===== config.mk =====
export PLATFORM = sky130hd
export DESIGN_NAME = rail_fault_supervisor
export DESIGN_NICKNAME = d
export VERILOG_FILES = /design/src/rtl/fsv_pkg.sv /design/src/rtl/fsv_sync.sv /design/src/rtl/fsv_datapath.sv /design/src/rtl/fsv_control.sv /design/src/rtl/rail_fault_supervisor.sv
export SDC_FILE = /design/constraint.sdc
export NUM_CORES = 1
export LEC_CHECK = 0
export ABC_AREA = 1
export CAP_MARGIN = 10
export CORE_MARGIN = 10
export CORE_UTILIZATION = 50
export DETAILED_ROUTE_END_ITERATION = 16
export GPL_ROUTABILITY_DRIVEN = 1
export GPL_TIMING_DRIVEN = 0
export PLACE_DENSITY = 0.88
export SLEW_MARGIN = 20
export SYNTH_ARGS = -nofsm -noshare
export SYNTH_HDL_FRONTEND = slang
export SYNTH_SLANG_ARGS = --single-unit

===== constraint.sdc =====
create_clock -name clk -period 3.6 [get_ports clk]
set_clock_uncertainty 0.05 [all_clocks]
set_input_delay 0.72 -clock clk [delete_from_list [all_inputs] [get_ports clk]]
set_output_delay 0.72 -clock clk [all_outputs]
set_load 0.01 [all_outputs]

===== src/rtl/fsv_pkg.sv =====
package fsv_pkg;

  typedef enum logic [1:0] {
    ST_RUN   = 2'd0,
    ST_RETRY = 2'd1,
    ST_OFF   = 2'd2
  } supState_e;

  // control -> datapath
  typedef struct packed {
    logic incOc;
    logic incUv;
    logic clrCounts;
  } dpStrobe_t;

  // datapath -> control
  typedef struct packed {
    logic ovHit;
    logic ocHit;
    logic uvLinHit;
    logic uv4Hit;
    logic bothDone;
    logic rampBLow;
  } dpFlags_t;

endpackage


===== src/rtl/fsv_sync.sv =====
module fsv_sync #(
  parameter int WIDTH  = 8,
  parameter int STAGES = 2
) (
  input  logic             clk,
  input  logic             rstN,
  input  logic [WIDTH-1:0] din,
  output logic [WIDTH-1:0] dout
);

  logic [WIDTH-1:0] chain [STAGES];

  always_ff @(posedge clk or negedge rstN) begin
    if (!rstN) chain[0] <= '0;
    else       chain[0] <= din;
  end

  for (genvar s = 1; s < STAGES; s++) begin : g_stage
    always_ff @(posedge clk or negedge rstN) begin
      if (!rstN) chain[s] <= '0;
      else       chain[s] <= chain[s-1];
    end
  end

  assign dout = chain[STAGES-1];

endmodule


===== src/rtl/fsv_datapath.sv =====
module fsv_datapath
  import fsv_pkg::*;
#(
  parameter int RETRY_LIMIT = 3,
  parameter int SYNC_STAGES = 2,
  localparam int CNT_W = $clog2(RETRY_LIMIT + 1)
) (
  input  logic             clk,
  input  logic             rstN,
  input  logic             ovRail1,
  input  logic             ocRail1,
  input  logic             uvRail2,
  input  logic             uvRail3,
  input  logic             uvRail4,
  input  logic             rampADone,
  input  logic             rampBDone,
  input  logic             rampBLow,
  input  dpStrobe_t        strobe,
  output dpFlags_t         flags,
  output logic [CNT_W-1:0] ocCount,
  output logic [CNT_W-1:0] uvCount
);

  localparam int NUM_IN  = 8;
  localparam int NUM_LVL = 5;
  localparam int NUM_CNT = 2;

  logic [NUM_IN-1:0] rawIn, syncIn;
  assign rawIn = {ovRail1, ocRail1, uvRail2, uvRail3, uvRail4,
                  rampADone, rampBDone, rampBLow};

  fsv_sync #(.WIDTH(NUM_IN), .STAGES(SYNC_STAGES)) u_sync (
    .clk (clk),
    .rstN(rstN),
    .din (rawIn),
    .dout(syncIn)
  );

  logic sOv, sOc, sUv2, sUv3, sUv4, sDoneA, sDoneB, sLowB;
  assign {sOv, sOc, sUv2, sUv3, sUv4, sDoneA, sDoneB, sLowB} = syncIn;

  // qualified fault levels: linear undervoltage masked by its ramp
  logic [NUM_LVL-1:0] lvl, lvlPrev, hit;
  assign lvl = {sOv, sOc, sUv2 & sDoneB, sUv3 & sDoneA, sUv4 & sDoneB};

  always_ff @(posedge clk or negedge rstN) begin
    if (!rstN) lvlPrev <= '0;
    else       lvlPrev <= lvl;
  end

  assign hit = lvl & ~lvlPrev;

  assign flags.ovHit    = hit[4];
  assign flags.ocHit    = hit[3];
  assign flags.uvLinHit = hit[2] | hit[1];
  assign flags.uv4Hit   = hit[0];
  assign flags.bothDone = sDoneA & sDoneB;
  assign flags.rampBLow = sLowB;

  // retry counters: index 0 = overcurrent, 1 = linear undervoltage
  logic [CNT_W-1:0] cnt [NUM_CNT];
  logic [NUM_CNT-1:0] incVec;
  assign incVec = {strobe.incUv, strobe.incOc};

  for (genvar c = 0; c < NUM_CNT; c++) begin : g_cnt
    always_ff @(posedge clk or negedge rstN) begin
      if (!rstN)
        cnt[c] <= '0;
      else if (strobe.clrCounts)
        cnt[c] <= '0;
      else if (incVec[c] && (cnt[c] < CNT_W'(RETRY_LIMIT)))
        cnt[c] <= cnt[c] + 1'b1;
    end
  end

  assign ocCount = cnt[0];
  assign uvCount = cnt[1];

  // counters saturate at the limit
  p_sat_r5: assert property (@(posedge clk) disable iff (!rstN)
    (ocCount <= CNT_W'(RETRY_LIMIT)) && (uvCount <= CNT_W'(RETRY_LIMIT)));

  // overcurrent count only steps by one or clears
  p_oc_step_r3: assert property (@(posedge clk) disable iff (!rstN)
    (ocCount != $past(ocCount)) |->
      ((ocCount == CNT_W'($past(ocCount) + 1'b1)) || (ocCount == '0)));

  // undervoltage count only steps by one or clears
  p_uv_step_r4: assert property (@(posedge clk) disable iff (!rstN)
    (uvCount != $past(uvCount)) |->
      ((uvCount == CNT_W'($past(uvCount) + 1'b1)) || (uvCount == '0)));

endmodule


===== src/rtl/fsv_control.sv =====
module fsv_control
  import fsv_pkg::*;
#(
  parameter int RETRY_LIMIT = 3,
  localparam int CNT_W = $clog2(RETRY_LIMIT + 1)
) (
  input  logic             clk,
  input  logic             rstN,
  input  dpFlags_t         flags,
  input  logic [CNT_W-1:0] ocCount,
  input  logic [CNT_W-1:0] uvCount,
  output dpStrobe_t        strobe,
  output logic             inhibitRails,
  output logic             dischargeReq,
  output logic             restartReq,
  output logic             latchedOff
);

  localparam logic [CNT_W-1:0] LAST_RETRY = CNT_W'(RETRY_LIMIT - 1);

  supState_e state, stateNext;
  logic restartNext;
  logic fatalHit, retryHit, retryExhausted;

  assign fatalHit = flags.ovHit | flags.uv4Hit;
  assign retryHit = flags.ocHit | flags.uvLinHit;
  assign retryExhausted = (flags.ocHit && ocCount == LAST_RETRY) ||
                          (flags.uvLinHit && uvCount == LAST_RETRY);

  always_comb begin
    stateNext   = state;
    restartNext = 1'b0;
    strobe      = '0;
    unique case (state)
      ST_RUN: begin
        if (fatalHit) begin
          stateNext = ST_OFF;
        end else if (retryHit) begin
          strobe.incOc = flags.ocHit;
          strobe.incUv = flags.uvLinHit;
          stateNext    = retryExhausted ? ST_OFF : ST_RETRY;
        end else if (flags.bothDone) begin
          strobe.clrCounts = 1'b1;
        end
      end
      ST_RETRY: begin
        if (fatalHit) begin
          stateNext = ST_OFF;
        end else if (flags.rampBLow) begin
          stateNext   = ST_RUN;
          restartNext = 1'b1;
        end
      end
      default: stateNext = ST_OFF;
    endcase
  end

  always_ff @(posedge clk or negedge rstN) begin
    if (!rstN) begin
      state      <= ST_RUN;
      restartReq <= 1'b0;
    end else begin
      state      <= stateNext;
      restartReq <= restartNext;
    end
  end

  assign inhibitRails = (state != ST_RUN);
  assign dischargeReq = (state == ST_RETRY);
  assign latchedOff   = (state == ST_OFF);

  // overvoltage edge always shuts down
  p_ov_latch_r1: assert property (@(posedge clk) disable iff (!rstN)
    flags.ovHit |=> latchedOff);

  // rail-4 undervoltage edge always shuts down
  p_uv4_latch_r2: assert property (@(posedge clk) disable iff (!rstN)
    flags.uv4Hit |=> latchedOff);

  // latched-off persists and keeps rails inhibited
  p_off_sticky_r10: assert property (@(posedge clk) disable iff (!rstN)
    latchedOff |=> (latchedOff && inhibitRails));

  // empty ramp B ends a retry with a restart strobe
  p_release_r8: assert property (@(posedge clk) disable iff (!rstN)
    (dischargeReq && flags.rampBLow && !fatalHit) |=> (!inhibitRails && restartReq));

  // restart strobe lasts one cycle
  p_restart_pulse_r8: assert property (@(posedge clk) disable iff (!rstN)
    restartReq |=> !restartReq);

endmodule


===== src/rtl/rail_fault_supervisor.sv =====
module rail_fault_supervisor
  import fsv_pkg::*;
#(
  parameter int RETRY_LIMIT = 3,
  parameter int SYNC_STAGES = 2,
  localparam int CNT_W = $clog2(RETRY_LIMIT + 1)
) (
  input  logic             clk,
  input  logic             porN,
  input  logic             ovRail1,
  input  logic             ocRail1,
  input  logic             uvRail2,
  input  logic             uvRail3,
  input  logic             uvRail4,
  input  logic             rampADone,
  input  logic             rampBDone,
  input  logic             rampBLow,
  output logic             inhibitRails,
  output logic             dischargeReq,
  output logic             restartReq,
  output logic             latchedOff,
  output logic [CNT_W-1:0] ocCount,
  output logic [CNT_W-1:0] uvCount
);

  dpStrobe_t strobe;
  dpFlags_t  flags;

  fsv_datapath #(.RETRY_LIMIT(RETRY_LIMIT), .SYNC_STAGES(SYNC_STAGES)) u_dp (
    .clk      (clk),
    .rstN     (porN),
    .ovRail1  (ovRail1),
    .ocRail1  (ocRail1),
    .uvRail2  (uvRail2),
    .uvRail3  (uvRail3),
    .uvRail4  (uvRail4),
    .rampADone(rampADone),
    .rampBDone(rampBDone),
    .rampBLow (rampBLow),
    .strobe   (strobe),
    .flags    (flags),
    .ocCount  (ocCount),
    .uvCount  (uvCount)
  );

  fsv_control #(.RETRY_LIMIT(RETRY_LIMIT)) u_ctl (
    .clk         (clk),
    .rstN        (porN),
    .flags       (flags),
    .ocCount     (ocCount),
    .uvCount     (uvCount),
    .strobe      (strobe),
    .inhibitRails(inhibitRails),
    .dischargeReq(dischargeReq),
    .restartReq  (restartReq),
    .latchedOff  (latchedOff)
  );

endmodule


; Yosys cells after proc, flatten, opt, wreduce, memory -nomap -nowiden
; Index checks and enable logic that the tools add are counted.
[word_totals]
regBits = 28
latchBits = 0
mem_bits_rw = 0
rom_bits = 0
in_bits = 10
output_inout_bits = 8
elab_cells = 54
n_memories = 0
[classes]
add_sub_neg = 2
mul = 0
div = 0
n_lt_le_gt_ge = 2
n_eq_ne = 6
shifts = 0
n_mux = 18
bitwise = 9
n_reduce_logical = 10
[op_table]
columns = op, n
row1 = 2-to-1 mux 2 bit, 10
row2 = "== test 2 bit, second input constant", 3
row3 = 2-to-1 mux 3 bit, 2
row4 = "!= test 3 x 1 -> 1 bit, second input constant", 2
row5 = nonzero test 2 bit, 3
row6 = AND 5 bit, 1
row7 = 2-to-1 mux 1 bit, 5
row8 = NOT 5 bit, 1
row9 = "adder 2 x 1 -> 2 bit, second input constant", 2
row10 = AND 1 bit, 4
row11 = logical AND 1 bit, 4
row12 = "less-than comparator 2 bit, second input constant", 2
row13 = case mux 2 bit (2 select lines), 1
row14 = bitwise OR 1 bit, 3
row15 = "== test 2 x 1 -> 1 bit, second input constant", 1
row16 = logical NOT 2 bit, 1
row17 = AND reduction 2 bit, 1
row18 = logical OR 1 bit, 1

; Depth between registers and ports, before layout
[depth]
depth_word = 10
ltp_mapped = 7
depth_no_buf = 7

; Cells and area by module
; Synthesis repeated with hierarchy kept, for this count alone.
[unflattened]
hier_cells = 104
area_unflattened_um2 = 1073.5
[by_module_without_submodules]
columns = module, n_inst, cells_each, area_per_inst_um2, seq_area_each_um2
row1 = fsv_sync, 1, 24, 460.4, 400.4
row2 = fsv_datapath, 1, 46, 399.1, 225.2
row3 = fsv_control, 1, 34, 214.0, 75.1

; Worst setup path before layout
; OpenSTA, ideal clock, no wires.
[synth_timing]
path_kind = register -> output
startpoint = register u_ctl.state[1]
endpoint = output dischargeReq
arrival_time_ps = 647
required_time_ps = 2830
path_slack_ps = 2183
path_stages_with_launch = 4
path_buffers = 0
path_cell_list = dfrtp_1 -> inv_1 -> nand2_1 -> inv_1
[synth_between]
elab_chain_len = 1
[synth_rtl]
columns = element, line_no
row1 = start: declaration, fsv_control.sv:21  ; supState_e state, stateNext;
row2 = start signal: assignment, fsv_control.sv:63  ; state <= stateNext;
row3 = == test 2 x 1 -> 1 bit, fsv_control.sv:69  ; assign dischargeReq = (state == ST_RETRY);
row4 = end: declaration, rail_fault_supervisor.sv:19  ; output logic dischargeReq,
; No other way between the ends.

; Final worst setup path
; Same ends and word-level chain as after synthesis.

==> summary.txt <==
Status
  – Status: completed

Clock tree
  – Worst-path clk slew: 0.13 ns
  – Postcts setup bufs: 0
  – Root Driver: clkbuf_4
  – Max Root-Sink Buffers: 2
  – Num Clock Sinks: 28
  – Hold buffers post-CTS: 0
  – Clock tree from TritonCTS: yes
  – TritonCTS Buffers: 3
  – Worst-Skew Late Latency: ~0.31 ns
  – # H-tree levels: 1
  – Post_cts resized: 0

Placed design
  – IO buf count: 17
  – Gpl congestion: 0.829
  – Setup WS pre-CTS: between 1.5 and 2 ns
  – Hpwl dp: approximately 1.3 mm

Critical path
  – Worst path max stage delay: approximately 0.55 ns
  – Crit-path cells: inv_1, nand2_1, inv_1, clkdlybuf4s50_1
  – Setup CP Type: reg -> out
  – Critical Path Source Type: flop
  – Buffers & Inverters on Critical Path: 3
  – Worst-path maximum fanout: 3
  – Top delay family on crit path: buffers and inverters
  – CP max stage cell: clkdlybuf4s50_1
  – Most frequent CP cell: inv_1
  – Req. time, crit path: 2.83 ns
  – CP Data Arrival Time: ~1.6 ns
  – Critical Path Sink Type: output port

GRT
  – Antenna violations before repair: 0
  – Grt total ovfl: 0
  – First-pass GRT wire length: about 2.9 mm
  – Vias in the first global route: 720
  – Largest net degree at the start of global routing: 29
  – Total track usage: 0.0830

Finish
  – Reg area: about 700 sq um
  – Area grow syn2layout: 20.3%
  – Commonest non-fill, non-tap cell in the layout: dfrtp_1
  – Multi-input logic area: about 320 sq um
  – Nets: around 140
  – Most frequent cells in the layout: dfrtp_1 (28), inv_1 (17), nand2_1 (17), clkdlybuf4s50_1 (16), nor2_1 (8)
  – Share of cells above drive strength 1: 0.133
  – Ant diodes: 0
  – Fillers: ~160

Synth
  – Seq/Total Area, Yosys: 0.642
  – Yosys reg bits: 28
  – Yosys warns: 0
  – Distinct cells, synth: 17
  – Syn Inst Count: 100
  – Syn Nets: 114
  – Average cell area after synthesis: between 10 and 15 sq um
  – Post-synthesis cell area: between 0.001 and 0.0015 sq mm

STA
  – Finish-stage setup viols: 0
  – Setup TNS: 0 ns
  – Final Hold Fails: 0
  – RSZ-0062 raised after global routing: false
  – Slew Viols, Final: 0
  – Slew headroom: 0.605
  – Min Tclk post-route: 2.32 ns
  – Measured slew at the worst slew-check pin: around 0.59 ns
  – PnR worst setup slack: between 1 and 1.5 ns
  – Fmax achieved: 0.432 GHz
  – Period utilization: 0.643
  – Min Hold Slack: 0.312 ns

Pwr
  – VDD IR max: 0.362 mV
  – P per Cell Area: about 530 mW/mm^2
  – Lkg Pwr: approximately 0.65 nW

Floorplanning
  – Cell row count: 16
  – Die area: roughly 0.0045 sq mm
  – Core Area: 0.00202 sq mm
  – Starting density of the core: 0.540
  – Ports: 18
  – Die width: between 60 and 70 um
  – DIE HEIGHT: approximately 67 um

Drt
  – Routed vias/inst: slightly below 5
  – Residual DRC: 0
  – Wire length per cell: about 11 um
  – Initial DRC count: 22
  – Drt pass-1 iters: 4
  – Post-DRT Antenna Nets: 0
  – Final WL: between 1.5 and 2 mm
  – Via count: 712

Hold path
  – Min-Delay Path Class: reg -> reg

Job
  – Max-cap violation count: 0
## sequential cells by signal, summed over array words and instances, names as in the netlist
name               flops
u_dp.u_sync.chain      8
u_dp.u_sync.dout       8
u_dp.lvlPrev           5
u_ctl.state            2
u_dp.ocCount           2
u_dp.uvCount           2
u_ctl.restartReq       1
## worst paths after layout
path | from | end | slack (ns) | cells past startpoint
hold / removal | u_dp.u_sync.chain[11] | u_dp.u_sync.dout[3] | 0.31 | 0
setup / recovery | u_ctl.state[1] | dischargeReq | 1.28 | 4
setup reg to reg | u_dp.ocCount[0] | u_dp.ocCount[1] | 2.19 | 5
min in group asynchronous | porN | u_ctl.state[1] | 0.35 | 1
hold reg to reg | u_dp.u_sync.chain[11] | u_dp.u_sync.dout[3] | 0.31 | 0
max in group asynchronous | porN | u_dp.lvlPrev[3] | 2.77 | 1
## per-stage QoR
step                area [sq um]  instances  power [W]  utilization
floorplan                   1090        100   0.000495            -
global placement            1290        144   0.000581        0.640
CTS                         1310        147   0.000709        0.649
detailed placement          1290        144   0.000591        0.638
global route                1310        147   0.000751        0.649
finish                      1310        147   0.000696        0.649
## metal layers
| layer | part of all wire | track usage |
|---|---|---|
| met5 | 0 | 0 |
| met4 | 0.011 | 0.0471 |
| met3 | 0.069 | 0.0268 |
| met2 | 0.51 | 0.146 |
| met1 | 0.41 | 0.0841 |
## logic make-up (layout without fill, tap and decap cells)
logic type	count (synthesis)	after routing	synth area share
AO/OA/AOI/OAI	3	3	0.0161
adder cells (fa/ha/maj)	4	4	0.0459
buffers and inverters	19	39	0.0677
flip-flops	28	28	0.642
AND/OR/NAND/NOR	46	46	0.228
## cell type report
cell class                 instances  area share
clock buffer                       3      0.0172
inverter                          19      0.0562
multi-input combinational         53       0.241
sequential                        28       0.534
timing repair buffer              17       0.126
tap                               27      0.0257
## report_power, final
group / switching, W / total [W] / internal, W / leakage (nW)
clock: 0.0000768 / 0.000116 / 0.0000391 / 0.0138
sequential: 0.0000342 / 0.000386 / 0.000352 / 0.335
combinational: 0.0000920 / 0.000194 / 0.000102 / 0.297
total: 0.000203 / 0.000696 / 0.000493 / 0.646
## synthesized netlist by cell type
cell type | instances | area (sq um)
nand3_1 | 7 | 35.0
o21bai_1 | 1 | 7.51
nor2_4 | 1 | 11.3
nor2_1 | 8 | 30.0
ha_1 | 4 | 50.1
nor3_1 | 3 | 15.0
nand2_1 | 17 | 63.8
inv_2 | 1 | 3.75
nand3_2 | 2 | 20.0
a21oi_1 | 2 | 10.0
nand3_4 | 2 | 35.0
nand2_2 | 1 | 6.26
nor3b_1 | 1 | 7.51
dfrtp_1 | 28 | 701
nor2_2 | 4 | 25.0
inv_1 | 17 | 63.8
inv_4 | 1 | 6.26
(Power assumes the default switching activity.)
